<file path="src/rtl/mbe_qual_pkg.sv">
// Shared constants, types and the combined-mode die map for the error
// flag qualifier. Assumes a stack of exactly four die.
package mbe_qual_pkg;
    localparam int NUM_DIE = 4;
    localparam int DIE_W   = $clog2(NUM_DIE);

    typedef logic [DIE_W-1:0] die_idx_t;

    typedef enum logic [1:0] {
        SEL_IDLE = 2'd0,
        SEL_ONE  = 2'd1,
        SEL_BAD  = 2'd2
    } sel_kind_t;

    // Upper address bits to die index in combined mode (order is not binary).
    function automatic die_idx_t map_upper_addr(input logic [1:0] a);
        case (a)
            2'b00:   return die_idx_t'(0);
            2'b01:   return die_idx_t'(1);
            2'b10:   return die_idx_t'(3);
            default: return die_idx_t'(2);
        endcase
    endfunction
endpackage

</file>
<file path="src/rtl/mbe_die_decode.sv">
// Classifies the enable pattern of the current cycle as idle, a legal
// single-die access, or illegal. It also gives the target die.
// Assumes the inputs are synchronous to clk. Sleep forces idle.
module mbe_die_decode
    import mbe_qual_pkg::*;
(
    input  logic               sleep,
    input  logic               all_en_n,
    input  logic [NUM_DIE-1:0] die_en_n,
    input  logic [1:0]         addr_hi,
    output logic               acc_ok,
    output logic               acc_bad,
    output die_idx_t           acc_die,
    output logic [NUM_DIE-1:0] acc_onehot
);
    localparam int CW = DIE_W + 1;

    logic [CW-1:0] n_low;
    die_idx_t      ind_idx;
    sel_kind_t     kind;

    // Count active per-die enables and find the lowest active one.
    always_comb begin
        n_low   = '0;
        ind_idx = '0;
        for (int i = NUM_DIE - 1; i >= 0; i--) begin
            n_low = n_low + CW'(~die_en_n[i]);
            if (!die_en_n[i]) ind_idx = die_idx_t'(i);
        end
    end

    // Classify the pattern and choose the target die.
    always_comb begin
        kind    = SEL_IDLE;
        acc_die = '0;
        if (!sleep) begin
            if (!all_en_n) begin
                kind    = (n_low == '0) ? SEL_ONE : SEL_BAD;
                acc_die = map_upper_addr(addr_hi);
            end else if (n_low == CW'(1)) begin
                kind    = SEL_ONE;
                acc_die = ind_idx;
            end else if (n_low != '0) begin
                kind    = SEL_BAD;
            end
        end
    end

    assign acc_ok  = (kind == SEL_ONE);
    assign acc_bad = (kind == SEL_BAD);

    // One select line per die.
    for (genvar g = 0; g < NUM_DIE; g++) begin : g_sel
        assign acc_onehot[g] = acc_ok && (acc_die == die_idx_t'(g));
    end
endmodule

</file>
<file path="src/rtl/mbe_touch_tracker.sv">
// Keeps one bit per die that is set once the die has been accessed. Reset
// and sleep clear all bits. Assumes acc_onehot has at most one bit set.
module mbe_touch_tracker
    import mbe_qual_pkg::*;
(
    input  logic               clk,
    input  logic               rst_n,
    input  logic               sleep,
    input  logic [NUM_DIE-1:0] acc_onehot,
    output logic [NUM_DIE-1:0] touched,
    output logic               all_touched
);
    for (genvar g = 0; g < NUM_DIE; g++) begin : g_bit
        // Set this die's bit on an access; clear it on reset or sleep.
        always_ff @(posedge clk) begin
            if (!rst_n || sleep) touched[g] <= 1'b0;
            else if (acc_onehot[g]) touched[g] <= 1'b1;
        end
    end

    assign all_touched = &touched;
endmodule

</file>
<file path="src/rtl/mbe_err_sampler.sv">
// Captures the flag at a qualified read strobe together with the die
// index. Assumes mbe_n is settled whenever sample_en is high.
module mbe_err_sampler
    import mbe_qual_pkg::*;
(
    input  logic     clk,
    input  logic     rst_n,
    input  logic     sample_en,
    input  logic     mbe_n,
    input  die_idx_t acc_die,
    output logic     err_valid,
    output logic     err_flag,
    output die_idx_t err_die,
    output logic     err_hit
);
    // Comb pulse for the counter: a qualified sample that shows an error.
    assign err_hit = sample_en && !mbe_n;

    // Pulse err_valid for one cycle per sample.
    always_ff @(posedge clk) begin
        if (!rst_n) err_valid <= 1'b0;
        else        err_valid <= sample_en;
    end

    // Hold the last sampled flag and die index.
    always_ff @(posedge clk) begin
        if (!rst_n) begin
            err_flag <= 1'b0;
            err_die  <= '0;
        end else if (sample_en) begin
            err_flag <= !mbe_n;
            err_die  <= acc_die;
        end
    end
endmodule

</file>
<file path="src/rtl/mbe_sat_counter.sv">
// Saturating event counter with a synchronous clear that wins over a
// same-cycle increment.
module mbe_sat_counter #(
    parameter int CNT_W = 8
) (
    input  logic             clk,
    input  logic             rst_n,
    input  logic             inc,
    input  logic             clr,
    output logic [CNT_W-1:0] count
);
    localparam logic [CNT_W-1:0] CNT_MAX = '1;

    // Count events and stop at CNT_MAX; clear takes priority.
    always_ff @(posedge clk) begin
        if (!rst_n || clr)                 count <= '0;
        else if (inc && count != CNT_MAX)  count <= count + 1'b1;
    end
endmodule

</file>
<file path="src/rtl/mbe_qualifier.sv">
// Top of the error flag qualifier. It decodes the enables, records which
// die were accessed, samples the flag at the read strobe once all four are
// recorded, flags illegal enable patterns and counts sampled errors.
// Assumes all inputs are synchronous to clk.
module mbe_qualifier
    import mbe_qual_pkg::*;
#(
    parameter int CNT_W = 8
) (
    input  logic             clk,
    input  logic             rst_n,
    input  logic             sleep,
    input  logic             all_en_n,
    input  logic [3:0]       die_en_n,
    input  logic [1:0]       addr_hi,
    input  logic             rd_strobe,
    input  logic             mbe_n,
    input  logic             err_clr,
    output logic             flag_valid,
    output logic             err_valid,
    output logic             err_flag,
    output logic [1:0]       err_die,
    output logic             proto_err,
    output logic [CNT_W-1:0] err_count
);
    logic               acc_ok;
    logic               acc_bad;
    die_idx_t           acc_die;
    logic [NUM_DIE-1:0] acc_onehot;
    logic [NUM_DIE-1:0] touched;
    logic               sample_en;
    logic               err_hit;

    mbe_die_decode u_dec (
        .sleep(sleep), .all_en_n(all_en_n), .die_en_n(die_en_n),
        .addr_hi(addr_hi), .acc_ok(acc_ok), .acc_bad(acc_bad),
        .acc_die(acc_die), .acc_onehot(acc_onehot)
    );

    mbe_touch_tracker u_trk (
        .clk(clk), .rst_n(rst_n), .sleep(sleep), .acc_onehot(acc_onehot),
        .touched(touched), .all_touched(flag_valid)
    );

    // Sample only on a strobe that meets a legal access after all die are recorded.
    assign sample_en = rd_strobe && acc_ok && flag_valid;

    mbe_err_sampler u_smp (
        .clk(clk), .rst_n(rst_n), .sample_en(sample_en), .mbe_n(mbe_n),
        .acc_die(acc_die), .err_valid(err_valid), .err_flag(err_flag),
        .err_die(err_die), .err_hit(err_hit)
    );

    mbe_sat_counter #(.CNT_W(CNT_W)) u_cnt (
        .clk(clk), .rst_n(rst_n), .inc(err_hit), .clr(err_clr),
        .count(err_count)
    );

    // Register the illegal-pattern indication.
    always_ff @(posedge clk) begin
        if (!rst_n) proto_err <= 1'b0;
        else        proto_err <= acc_bad;
    end
endmodule

</file>
<file path="config.mk">
export PLATFORM = sky130hd
export DESIGN_NAME = mbe_qualifier
export DESIGN_NICKNAME = d
export VERILOG_FILES = /design/src/rtl/mbe_qual_pkg.sv /design/src/rtl/mbe_die_decode.sv /design/src/rtl/mbe_touch_tracker.sv /design/src/rtl/mbe_err_sampler.sv /design/src/rtl/mbe_sat_counter.sv /design/src/rtl/mbe_qualifier.sv
export SDC_FILE = /design/constraint.sdc
export NUM_CORES = 1
export LEC_CHECK = 0
export ABC_AREA = 1
export BUFFER_PORTS_ARGS = -buffer_cell sky130_fd_sc_hd__buf_2
export CORE_ASPECT_RATIO = 2
export CORE_MARGIN = 1
export CORE_UTILIZATION = 40
export DETAILED_ROUTE_END_ITERATION = 7
export PLACE_DENSITY_LB_ADDON = 0.12
export RECOVER_POWER = 100
export SYNTH_ARGS = -nofsm -noshare
export SYNTH_HDL_FRONTEND = slang
export SYNTH_HIERARCHICAL = 1
export SYNTH_SLANG_ARGS = --single-unit
</file>
<file path="constraint.sdc">
create_clock -name clk -period 3.1 [get_ports clk]
set_clock_uncertainty 0.2 [all_clocks]
set_input_delay 0.62 -clock clk [delete_from_list [all_inputs] [get_ports clk]]
set_output_delay 0.62 -clock clk [all_outputs]
set_load 0.01 [all_outputs]
</file>
==> metrics.md, run 1 <==
| Metric | Value |
|---|---|
| Status | finished, final reports clean |
| Total GRT Usage | 18.3% |
| Worst setup SP type | input port |
| GP Congestion | 0.712 |
| Slew Viols, Final | 0 |
| Core Region | roughly 0.0025 mm² |
| Lkg Pwr | 0.639 nW |
| Crit Path Category | in2reg |
| CP Max Fanout | 3 |
| Worst Max-Slew Pin Slew | around 0.31 ns |
| Die Wd | 38.4 µm |
| Initial antenna violation count | 0 |
| CP Launch Point | die_en_n[2] |
| Most used cell, CP | nand2_1 |
| Clock sink count | 17 |
| WHS Path Cells | 2 |
| Worst-case clock buffer depth | 2 |
| Via count | about 1100 |
| HPWL Detailed | 2010 µm |
| Remaining global-route overflow | 0 |
| Mapped Cells | 162 |
| CTS buffer count | 3 |
| CTS H-tree depth | 1 |
| # diodes | 0 |
| Fmax | 340 MHz |
| Seq/Total Area, Yosys | between 30% and 40% |
| Post-place setup slack | -0.157 ns |
| Synth Area in Adders | 10.2% |
| Critical Path RT | 3.05 ns |
| Fin crit share | 94.9% |
| R2R depth | 13 |
| Final worst-path setup slack | about 0.16 ns |
| Top_reg_cell synth | dfxtp_1 |
| Critical path's largest stage delay | 0.54 ns |
| DR pass1 iterations | 4 |
| XOR/XNOR Fraction of Synth Area | 0% |
| Async SR Flop Fraction | 0% |
| Synth Area in Simple Gates | 37.5% |
| Post-Layout Cell Count | roughly 230 |
| Port bufs | 26 |
| Largest net degree at the start of global routing | 11 |
| Initial Utilization | 41.7% |
| CP max stage cell | fa_1 |
| Worst path depth | 19 |
| Starting DRT DRC Count | 18 |
| Hold Path Class | reg2reg |
| Max-slew headroom | 79.3% |
| Compound-Gate Fraction of Synth Area | 8.87% |
| Top delay family on crit path | adder cells |
| Cell Chain, Critical Path | clkbuf_1 > fa_1 > inv_1 > ha_2 > ha_4 > nor2_4 > nand3_2 > a21oi_2 > nand2_1 > nor2_2 > nand2_1 > inv_2 > nand2_2 > inv_1 > nand2_1 > nor2_2 > nand3_1 > nand2_1 > nor2_1 |
| Global-route wire length before repair | 3730 µm |
| Crit end category | flop |
| Placed Cells | 222 |
| Layout cells sized above 1 | around a fifth |
| Worst-path clk slew | 0.06 ns |
| Worst vdd ir | between 0.2 and 0.25 mV |
| Post-synthesis mux area share | 0% |
| CTS tree | built |
| Mapped cell area | 0.00106 mm² |
| Largest family of logic cells by synthesized area | simple AND/OR/NAND/NOR gates |
| Synthesis Warnings | 6 |
| DRC violations left | 0 |
| Post-synth EDFFs | 0 |
| Rows | 26 |
| WL final | 2380 µm |
| Clock root cell | clkbuf_8 |
| FF+latch count, synth | 17 |
| R2R Path Start | u_trk/touched[2] |
| Synth-to-Final Area Change | 25.3% |
| Clock Latency Late Sink | 0.25 ns |
| Nets | 221 |
| Synth top area share | 32.2% |
| Hold_sp | u_smp/err_flag |
| Post-CTS Hold Fix Bufs | 0 |
| Hold Vio Cnt, Final | 0 |
| Avg WL per Cell | 10.5 µm |
| Die area | about 0.0029 mm² |
| Top cells by area, synth | dfxtp_1, nor2_1, nand2_1 |
| Worst path arrival time | around 2.9 ns |
| Synth Net Count | around 180 |
| Most instantiated library cell after synthesis | nor2_1 |
| Antenna viol nets, final | 0 |
| Chip height | 74.8 µm |
| RSZ-0062 raised after global routing | no |
| Top cells by instance count after synthesis | nor2_1, nand2_1, inv_1, dfxtp_1, a21oi_1 |
| CP bufs+invs | 4 |
| Post-synth cell types | 22 |
| Leading area contributor after synthesis | dfxtp_1 |
| PD cells | 351 mW/mm² |
| Fin crit period | 2.94 ns |
| Sum of negative setup slack | 0 ns |
| I/O pins | 27 |
| Number of global-route vias before repair | 978 |
| Post-DR vias/cell | 4.67 |
| Final setup fails | 0 |
| MaxCap Viol Count | 0 |
| Mean post-synth cell area | roughly 6.5 µm² |
==> state kept, by name, indices dropped and copies added, names as in the netlist <==
signal and flops:
u_smp/err_die 2, proto_err 1, u_smp/err_flag 1, u_trk/touched 4, u_smp/err_valid 1, u_cnt/count 8
==> path summary, 6_finish.rpt <==
path | to | slack (ns)
min reg2reg | u_smp/err_flag | 0.27
max reg2reg | u_cnt/count[5] | 1.44
min | u_smp/err_flag | 0.27
max | u_cnt/count[5] | 0.16
==> cell families after synthesis <==
kind of cell | after synthesis
simple gates | 90
buf+inv | 31
compound gates | 16
flops | 17
fa+ha+maj | 8
==> where the power goes <==
part	switching [W]	internal [W]
sequential	0.000000587	0.000220
combinational	0.0000459	0.0000341
clock	0.0000728	0.0000912
total	0.000119	0.000346
==> layout by cell type, fill, tap and decap left out, types with 2 or more instances in the layout <==
master / instances
nor2_1: 35
nand2_1: 33
inv_1: 26
clkbuf_1: 17
dfxtp_1: 17
buf_2: 11
a21oi_1: 8
buf_4: 6
nor2_2: 5
nand3_1: 5
o21ai_0: 5
ha_1: 5
clkbuf_8: 3
inv_2: 3
nor3_1: 2
nand3b_1: 2
nand2_2: 2
nor2_4: 2
nand3_2: 2
a21oi_2: 2
==> through the flow <==
step | utilization (%) | hold slack [ns] | total power, W | instance area, µm²
after floorplan | - | 0.255 | 0.000278 | 1080
after global placement | 50.6 | 0.251 | 0.000305 | 1280
after detailed placement | 50.6 | 0.256 | 0.000307 | 1280
after CTS | 52.4 | 0.268 | 0.000473 | 1330
after global routing | 52.3 | 0.297 | 0.000493 | 1330
final | 52.3 | 0.271 | 0.000465 | 1330
==> cell type report <==
cell class / instances / area (µm²)
clock buffer: 4 / 45.0
multi-input combinational: 114 / 626
fill: 280 / 1210
timing repair buffer: 34 / 168
sequential: 17 / 340
tap: 28 / 35.0
inverter: 30 / 113
==> timing repair <==
action                     in CTS  in global routing
buffers inserted                0                  1
gates resized for setup         0                  5
setup endpoints to repair       0                  6
==> metal layers <==
| layer | GRT usage (%) | wire, µm | vias to the layer above |
|---|---|---|---|
| li1 | - | - | 564 |
| met1 | 13.3 | 819 | 474 |
| met2 | 40.1 | 1450 | 18 |
| met3 | 1.77 | 56 | 5 |
| met4 | 9.20 | 49 | 0 |
| met5 | 0 | 0 | - |
==> worst reg2reg max path: stages, from the launching register on <==
cell,delay (ns)
dfxtp_1,0.33
nand2_1,0.05
nor2_1,0.12
inv_1,0.08
nor2_2,0.12
nand2_1,0.09
inv_2,0.07
nand2_2,0.07
inv_1,0.07
nand2_1,0.07
nor2_2,0.13
nand3_1,0.07
nand2_1,0.06
nor2_1,0.03
No activity file was read; power rests on OpenSTA's default activity.
==> run 2, diff against run 1 <==
==> constraint.sdc (replaced) <==
create_clock -name clk -period 3.5 [get_ports clk]
set_clock_uncertainty 0.2 [all_clocks]
set_input_delay 0.7 -clock clk [delete_from_list [all_inputs] [get_ports clk]]
set_output_delay 0.7 -clock clk [all_outputs]
set_load 0.01 [all_outputs]
==> metrics.md, run 2 (synthesis results as in run 1) <==
| Metric | Value |
|---|---|
| Via count | 1061 (unchanged) |
| Clock sink count | 17 (unchanged) |
| Synth-to-Final Area Change | 20.6% |
| Crit Path Category | in2reg |
| CTS buffer count | 3 (unchanged) |
| Post-place setup slack | -0.0870 ns (+0.0703 ns) |
| Core Region | 0.00254 mm² (unchanged) |
| Post-Layout Cell Count | 224 (-1.3%) |
| Fin crit share | 93.6% |
| CP Max Fanout | 5 (+2) |
| DRC violations left | 0 (unchanged) |
| Die Wd | 38.4 µm (unchanged) |
| Post-DR vias/cell | 4.74 (+1.3%) |
| Global-route wire length before repair | 3850 µm (+3.2%) |
| Top delay family on crit path | adder cells |
| Nets | 218 (-1.4%) |
| Largest register by flop count | u_cnt/count |
| Largest register FFs | 8 (unchanged) |
| GP Congestion | 0.693 (-2.8%) |
| Number of global-route vias before repair | 1041 (+6.4%) |
| Cell Chain, Critical Path | buf_2 > fa_1 > inv_1 > ha_1 > ha_1 > nor2_4 > nand3_1 > a21oi_2 > nand2_1 > nor2_4 > nand2_1 > inv_1 > nand2_2 > inv_1 > nand2_1 > nor2_2 > nand3_1 > nand2_1 > nor2_1 |
| Post-CTS Hold Fix Bufs | 0 (unchanged) |
| Final setup fails | 0 (unchanged) |
| Multi-input logic area | 597 µm² (-4.6%) |
| Rows | 26 (unchanged) |
| Final worst-path setup slack | 0.224 ns (+0.0663 ns) |
| Remaining global-route overflow | 0 (unchanged) |
| Starting DRT DRC Count | 26 (+8) |
| Worst setup SP type | input port |
| Worst path arrival time | 3.22 ns (+0.33 ns) |
| Most frequent cells in the layout | nor2_1, nand2_1, inv_1, dfxtp_1, clkbuf_1 |
| DR pass1 iterations | 4 (unchanged) |
| CTS H-tree depth | 1 (unchanged) |
| # diodes | 0 (unchanged) |
| Worst Max-Slew Pin Slew | 0.301 ns (-0.00877 ns) |
| Total GRT Usage | 19.1% (+0.73 points) |
| Antenna viol nets, final | 0 (unchanged) |
| HPWL Detailed | 1970 µm (-2.4%) |
| Hold Path Class | reg2reg |
| Critical path's largest stage delay | 0.53 ns (about the same) |
| Layout fillers | 289 (+3.2%) |
| Placed Cells | 220 (-0.90%) |
| Slew Viols, Final | 0 (unchanged) |
| Largest regs | u_cnt/count: 8 flops, u_trk/touched: 4 flops, u_smp/err_die: 2 flops |
| CTS tree | built |
| RSZ-0062 raised after global routing | no |
| Fin crit period | 3.28 ns |
| Avg WL per Cell | 10.5 µm (about the same) |
| FF/Latch Area | 340 µm² (unchanged) |
| Lkg Pwr | 0.629 nW (-1.5%) |
| CP max stage cell | fa_1 |
| Layout cells sized above 1 | 16.8% (-3.8 points) |
| Crit end category | flop |
| Port bufs | 26 (unchanged) |
| Chip height | 74.8 µm (unchanged) |
| Initial Utilization | 41.7% (unchanged) |
| CP bufs+invs | 4 (unchanged) |
| Critical Path RT | 3.45 ns (+0.40 ns) |
| Commonest non-fill, non-tap cell in the layout | nor2_1 |
| Largest net degree at the start of global routing | 11 (unchanged) |
| Worst-path clk slew | 0.06 ns (about the same) |
| Most used cell, CP | nand2_1 |
| MaxCap Viol Count | 0 (unchanged) |
| Clock Latency Late Sink | 0.25 ns (about the same) |
| Status | finished, final reports clean |
| PD cells | 316 mW/mm² (-9.8%) |
| WL final | 2340 µm (-1.3%) |
| Worst vdd ir | 0.206 mV (-15%) |
| I/O pins | 27 (unchanged) |
| Die area | 0.00287 mm² (unchanged) |
| Initial antenna violation count | 0 (unchanged) |
| Worst-case clock buffer depth | 2 (unchanged) |
| Hold Vio Cnt, Final | 0 (unchanged) |
| Fmax | 305 MHz |
| Clock root cell | clkbuf_8 |
| Max-slew headroom | 79.9% (+0.59 points) |
-- run 2: cell count changes in the layout (fill, tap and decap cells not counted), sizes merged --
cell	delta
clkbuf	-2
buf	-1
-- run 2: metrics by stage --
step / hold WS (ns) / util [%] / total power [W] / instance area, µm² / setup TNS, ns
4_1_cts: 0.277 / 51.2 / 0.000416 / 1300 / 0
6_report: 0.268 / 50.3 / 0.000404 / 1280 / 0
3_5_place_dp: 0.268 / 49.4 / 0.000266 / 1250 / -0.144
5_1_grt: 0.305 / 50.3 / 0.000425 / 1280 / 0
3_3_place_gp: 0.257 / 49.4 / 0.000264 / 1250 / -0.0224
2_1_floorplan: 0.255 / - / 0.000243 / 1060 / 0
-- run 2: routing by layer --
layer  global-route usage, %  vias up  share of wire (%)
li1                        -      561                  -
met1                    13.4      480                 33
met2                    41.8       16                 62
met3                    1.77        4                2.7
met4                    10.3        0                1.8
met5                       0        -                  0
-- run 2: timing repair --
action | CTS | global route
setup endpoints to repair | 0 | 2
setup buffers | 0 | 0
gates resized for setup | 0 | 2
-- run 2: worst paths after layout --
path | end | cells after the start | slack [ns] | from
worst max-delay path | u_cnt/count[5] | 19 | 0.22 | die_en_n[2]
worst min-delay path | u_smp/err_flag | 2 | 0.27 | u_smp/err_flag
worst max register to register | u_cnt/count[5] | 13 | 1.76 | u_trk/touched[3]
worst min register to register | u_smp/err_flag | 2 | 0.27 | u_smp/err_flag
-- run 2: power breakdown --
part           total [W]  internal [W]  switching, W  leakage, nW
Sequential      0.000196      0.000195   0.000000574        0.137
Combinational  0.0000628     0.0000254     0.0000375        0.470
Clock           0.000145     0.0000808     0.0000643       0.0228
Total           0.000404      0.000301      0.000102        0.629
-- run 2: worst min-delay path, cell delays in order, from the launching register on --
cell     delay, ns
dfxtp_1       0.31
nand2_1       0.06
a21oi_1       0.06
-- run 2: layout make-up --
| type | instances | share of cell area [%] |
|---|---|---|
| Timing Repair Buffer | 31 | 11.5 |
| Clock buffer | 4 | 3.53 |
| Multi-Input combinational cell | 114 | 46.8 |
| Inverter | 30 | 8.82 |
| Tap cell | 28 | 2.75 |
| Sequential cell | 17 | 26.7 |
==> run 3, diff against run 2 <==
--- a/config.mk
+++ b/config.mk
@@ -11,7 +11,7 @@
 export CORE_MARGIN = 1
 export CORE_UTILIZATION = 40
 export DETAILED_ROUTE_END_ITERATION = 7
-export PLACE_DENSITY_LB_ADDON = 0.12
+export PLACE_DENSITY_LB_ADDON = 0.2
 export RECOVER_POWER = 100
 export SYNTH_ARGS = -nofsm -noshare
 export SYNTH_HDL_FRONTEND = slang
==> metrics.md, run 3 (synthesis results as in run 1) <==
| Metric | Value |
|---|---|
| Status | finished, final reports clean |
| CTS tree | built |
| Layout cells sized above 1 | 15.7% (-1.2 points) |
| Worst path arrival time | 3.18 ns (-0.04 ns) |
| Clock sink count | 17 (unchanged) |
| Post-place setup slack | 0.0377 ns (+0.125 ns) |
| Layout Utilization | 50.2% (-0.099 points) |
| RR Endpoint | u_cnt/count[7] |
| RSZ-0062 raised after global routing | no |
| WHS Path Cells | 2 (unchanged) |
| Worst vdd ir | 0.199 mV (-3.4%) |
| Hold Vio Cnt, Final | 0 (unchanged) |
| Die area | 0.00287 mm² (unchanged) |
| Port bufs | 26 (unchanged) |
| MaxCap Viol Count | 0 (unchanged) |
| Via count | 1061 (unchanged) |
| Critical path's largest stage delay | 0.53 ns (about the same) |
| Clock root cell | clkbuf_8 |
| CP max stage cell | fa_1 |
| Comb pwr share | 15.9% (+0.3 points) |
| Post-Layout Cell Count | 226 (+0.89%) |
| Number of global-route vias before repair | 1012 (-2.8%) |
| Critical Path RT | 3.44 ns (about the same) |
| Global-route wire length before repair | 3700 µm (-3.9%) |
| Worst-case clock buffer depth | 2 (unchanged) |
| Chip height | 74.8 µm (unchanged) |
| Initial antenna violation count | 0 (unchanged) |
| Commonest non-fill, non-tap cell in the layout | nor2_1 |
| Post-DR vias/cell | 4.69 (-0.88%) |
| Cell Chain, Critical Path | clkbuf_1 > fa_1 > inv_1 > ha_1 > ha_1 > nor2_4 > nand3_1 > a21oi_2 > nand2_1 > nor2_2 > nand2_1 > inv_2 > nand2_1 > nor2_1 > nand3b_1 > nor2_1 > nor2_1 |
| Hold endpoint | u_smp/err_flag |
| Final setup fails | 0 (unchanged) |
| CTS resizes | 0 (unchanged) |
| Total GRT Usage | 17.9% (-1.2 points) |
| Fmax | 309 MHz (+1.1%) |
| Placed Instance Area | 0.00127 mm² (+1.2%) |
| DRC violations left | 0 (unchanged) |
| P_sw | 0.0000975 W (-4.8%) |
| R2R Setup Slk | 1.70 ns (-0.06 ns) |
| CTS H-tree depth | 1 (unchanged) |
| Multi-input logic area | 584 µm² (-2.1%) |
| Clock power share | 35.2% (-0.7 points) |
| Max-slew headroom | 79.7% (-0.25 points) |
| Fin crit period | 3.24 ns (-0.0350 ns) |
| I/O pins | 27 (unchanged) |
| R2R depth | 11 (-2) |
| Worst path depth | 17 (-2) |
| Sum of negative setup slack | 0 ns (unchanged) |
| Lkg Pwr | 0.624 nW (-0.88%) |
| Top delay family on crit path | simple AND/OR/NAND/NOR gates |
| Crit Path Category | in2reg |
| Hold Path Class | reg2reg |
| Worst Max-Slew Pin Slew | 0.304 ns (+0.00373 ns) |
| Largest register FFs | 8 (unchanged) |
| Largest net degree at the start of global routing | 11 (unchanged) |
| Hold_sp | u_smp/err_flag |
| R2R Path Start | u_trk/touched[2] |
| CTS buffer count | 3 (unchanged) |
| Clock Latency Late Sink | 0.24 ns (about the same) |
| Layout fillers | 284 (-1.7%) |
| Rows | 26 (unchanged) |
| Flop pwr share | 49.0% (+0.5 points) |
| Most frequent cells in the layout | nor2_1, nand2_1, inv_1, clkbuf_1, dfxtp_1 |
| # diodes | 0 (unchanged) |
| Largest register by flop count | u_cnt/count |
| Post CTS Setup Buffer Count | 0 (unchanged) |
| Core Region | 0.00254 mm² (unchanged) |
| Antenna viol nets, final | 0 (unchanged) |
| PD cells | 314 mW/mm² (-0.70%) |
| Crit end category | flop |
| Starting DRT DRC Count | 27 (+3.8%) |
| Fin area | 0.00127 mm² (-0.20%) |
| Largest regs | u_cnt/count: 8 flops, u_trk/touched: 4 flops, u_smp/err_die: 2 flops |
| Die Wd | 38.4 µm (unchanged) |
| Internal power | 0.000303 W (+0.42%) |
| Synth-to-Final Area Change | 20.3% |
| Nets | 220 (+0.92%) |
| WL final | 2220 µm (-5.4%) |
| FF/Latch Area | 340 µm² (unchanged) |
| Avg WL per Cell | 9.81 µm (-6.3%) |
| CP bufs+invs | 3 (-1) |
| Remaining global-route overflow | 0 (unchanged) |
| Initial Utilization | 41.7% (unchanged) |
| HPWL Detailed | 1880 µm (-4.4%) |
| Placed Cells | 222 (+0.91%) |
| Fin crit share | 92.6% (-1.0 points) |
| Final worst-path setup slack | 0.259 ns (+0.0350 ns) |
| Worst-path clk slew | 0.06 ns (about the same) |
| Post-CTS Hold Fix Bufs | 0 (unchanged) |
| DR pass1 iterations | 4 (unchanged) |
| Switching part of the total | 24.4% (-0.99 points) |
| Slew Viols, Final | 0 (unchanged) |
| CP Max Fanout | 4 (-1) |
| GP Congestion | 0.732 (+5.6%) |
| Worst setup SP type | input port |
[run 3: per-layer routing]
metal	track usage [%]	wire, µm	vias to the layer above
li1	-	-	563
met1	15.1	800	474
met2	37.5	1320	22
met3	1.77	69	2
met4	8.05	24	0
met5	0	0	-
[run 3: stage by stage]
step / hold slack (ns) / power, W
after floorplan: 0.255 / 0.000243
after global placement: 0.255 / 0.000266
after detailed placement: 0.261 / 0.000267
after CTS: 0.270 / 0.000409
after global routing: 0.283 / 0.000423
final: 0.270 / 0.000400
[run 3: area by class of cell]
cell class | instances | share of cell area (%)
Multi-Input combinational cell | 114 | 45.9
Timing Repair Buffer | 33 | 12.3
Sequential cell | 17 | 26.7
Inverter | 30 | 8.84
Tap cell | 28 | 2.75
Clock buffer | 4 | 3.54
[run 3: worst max path at each step]
stage / startpoint / to
2_1_floorplan: die_en_n[2] / u_cnt/count[5]
3_5_place_dp: die_en_n[2] / u_cnt/count[5]
3_3_place_gp: die_en_n[2] / u_cnt/count[5]
5_1_grt: die_en_n[2] / u_cnt/count[7]
6_report: die_en_n[2] / u_cnt/count[7]
4_1_cts: die_en_n[2] / u_cnt/count[5]
[run 3: worst min-delay path, stage by stage (launching register included)]
cell	delay (ns)
dfxtp_1	0.31
nand2_1	0.07
a21oi_2	0.05
[run 3: power groups by stage]
stage / clock [W] / combinational (W) / sequential, W
finish: 0.000141 / 0.0000635 / 0.000196
global route: 0.000155 / 0.0000728 / 0.000196
CTS: 0.000147 / 0.0000667 / 0.000196
detailed placement: 0 / 0.0000664 / 0.000200
global placement: 0 / 0.0000654 / 0.000200
floorplan: 0 / 0.0000420 / 0.000201
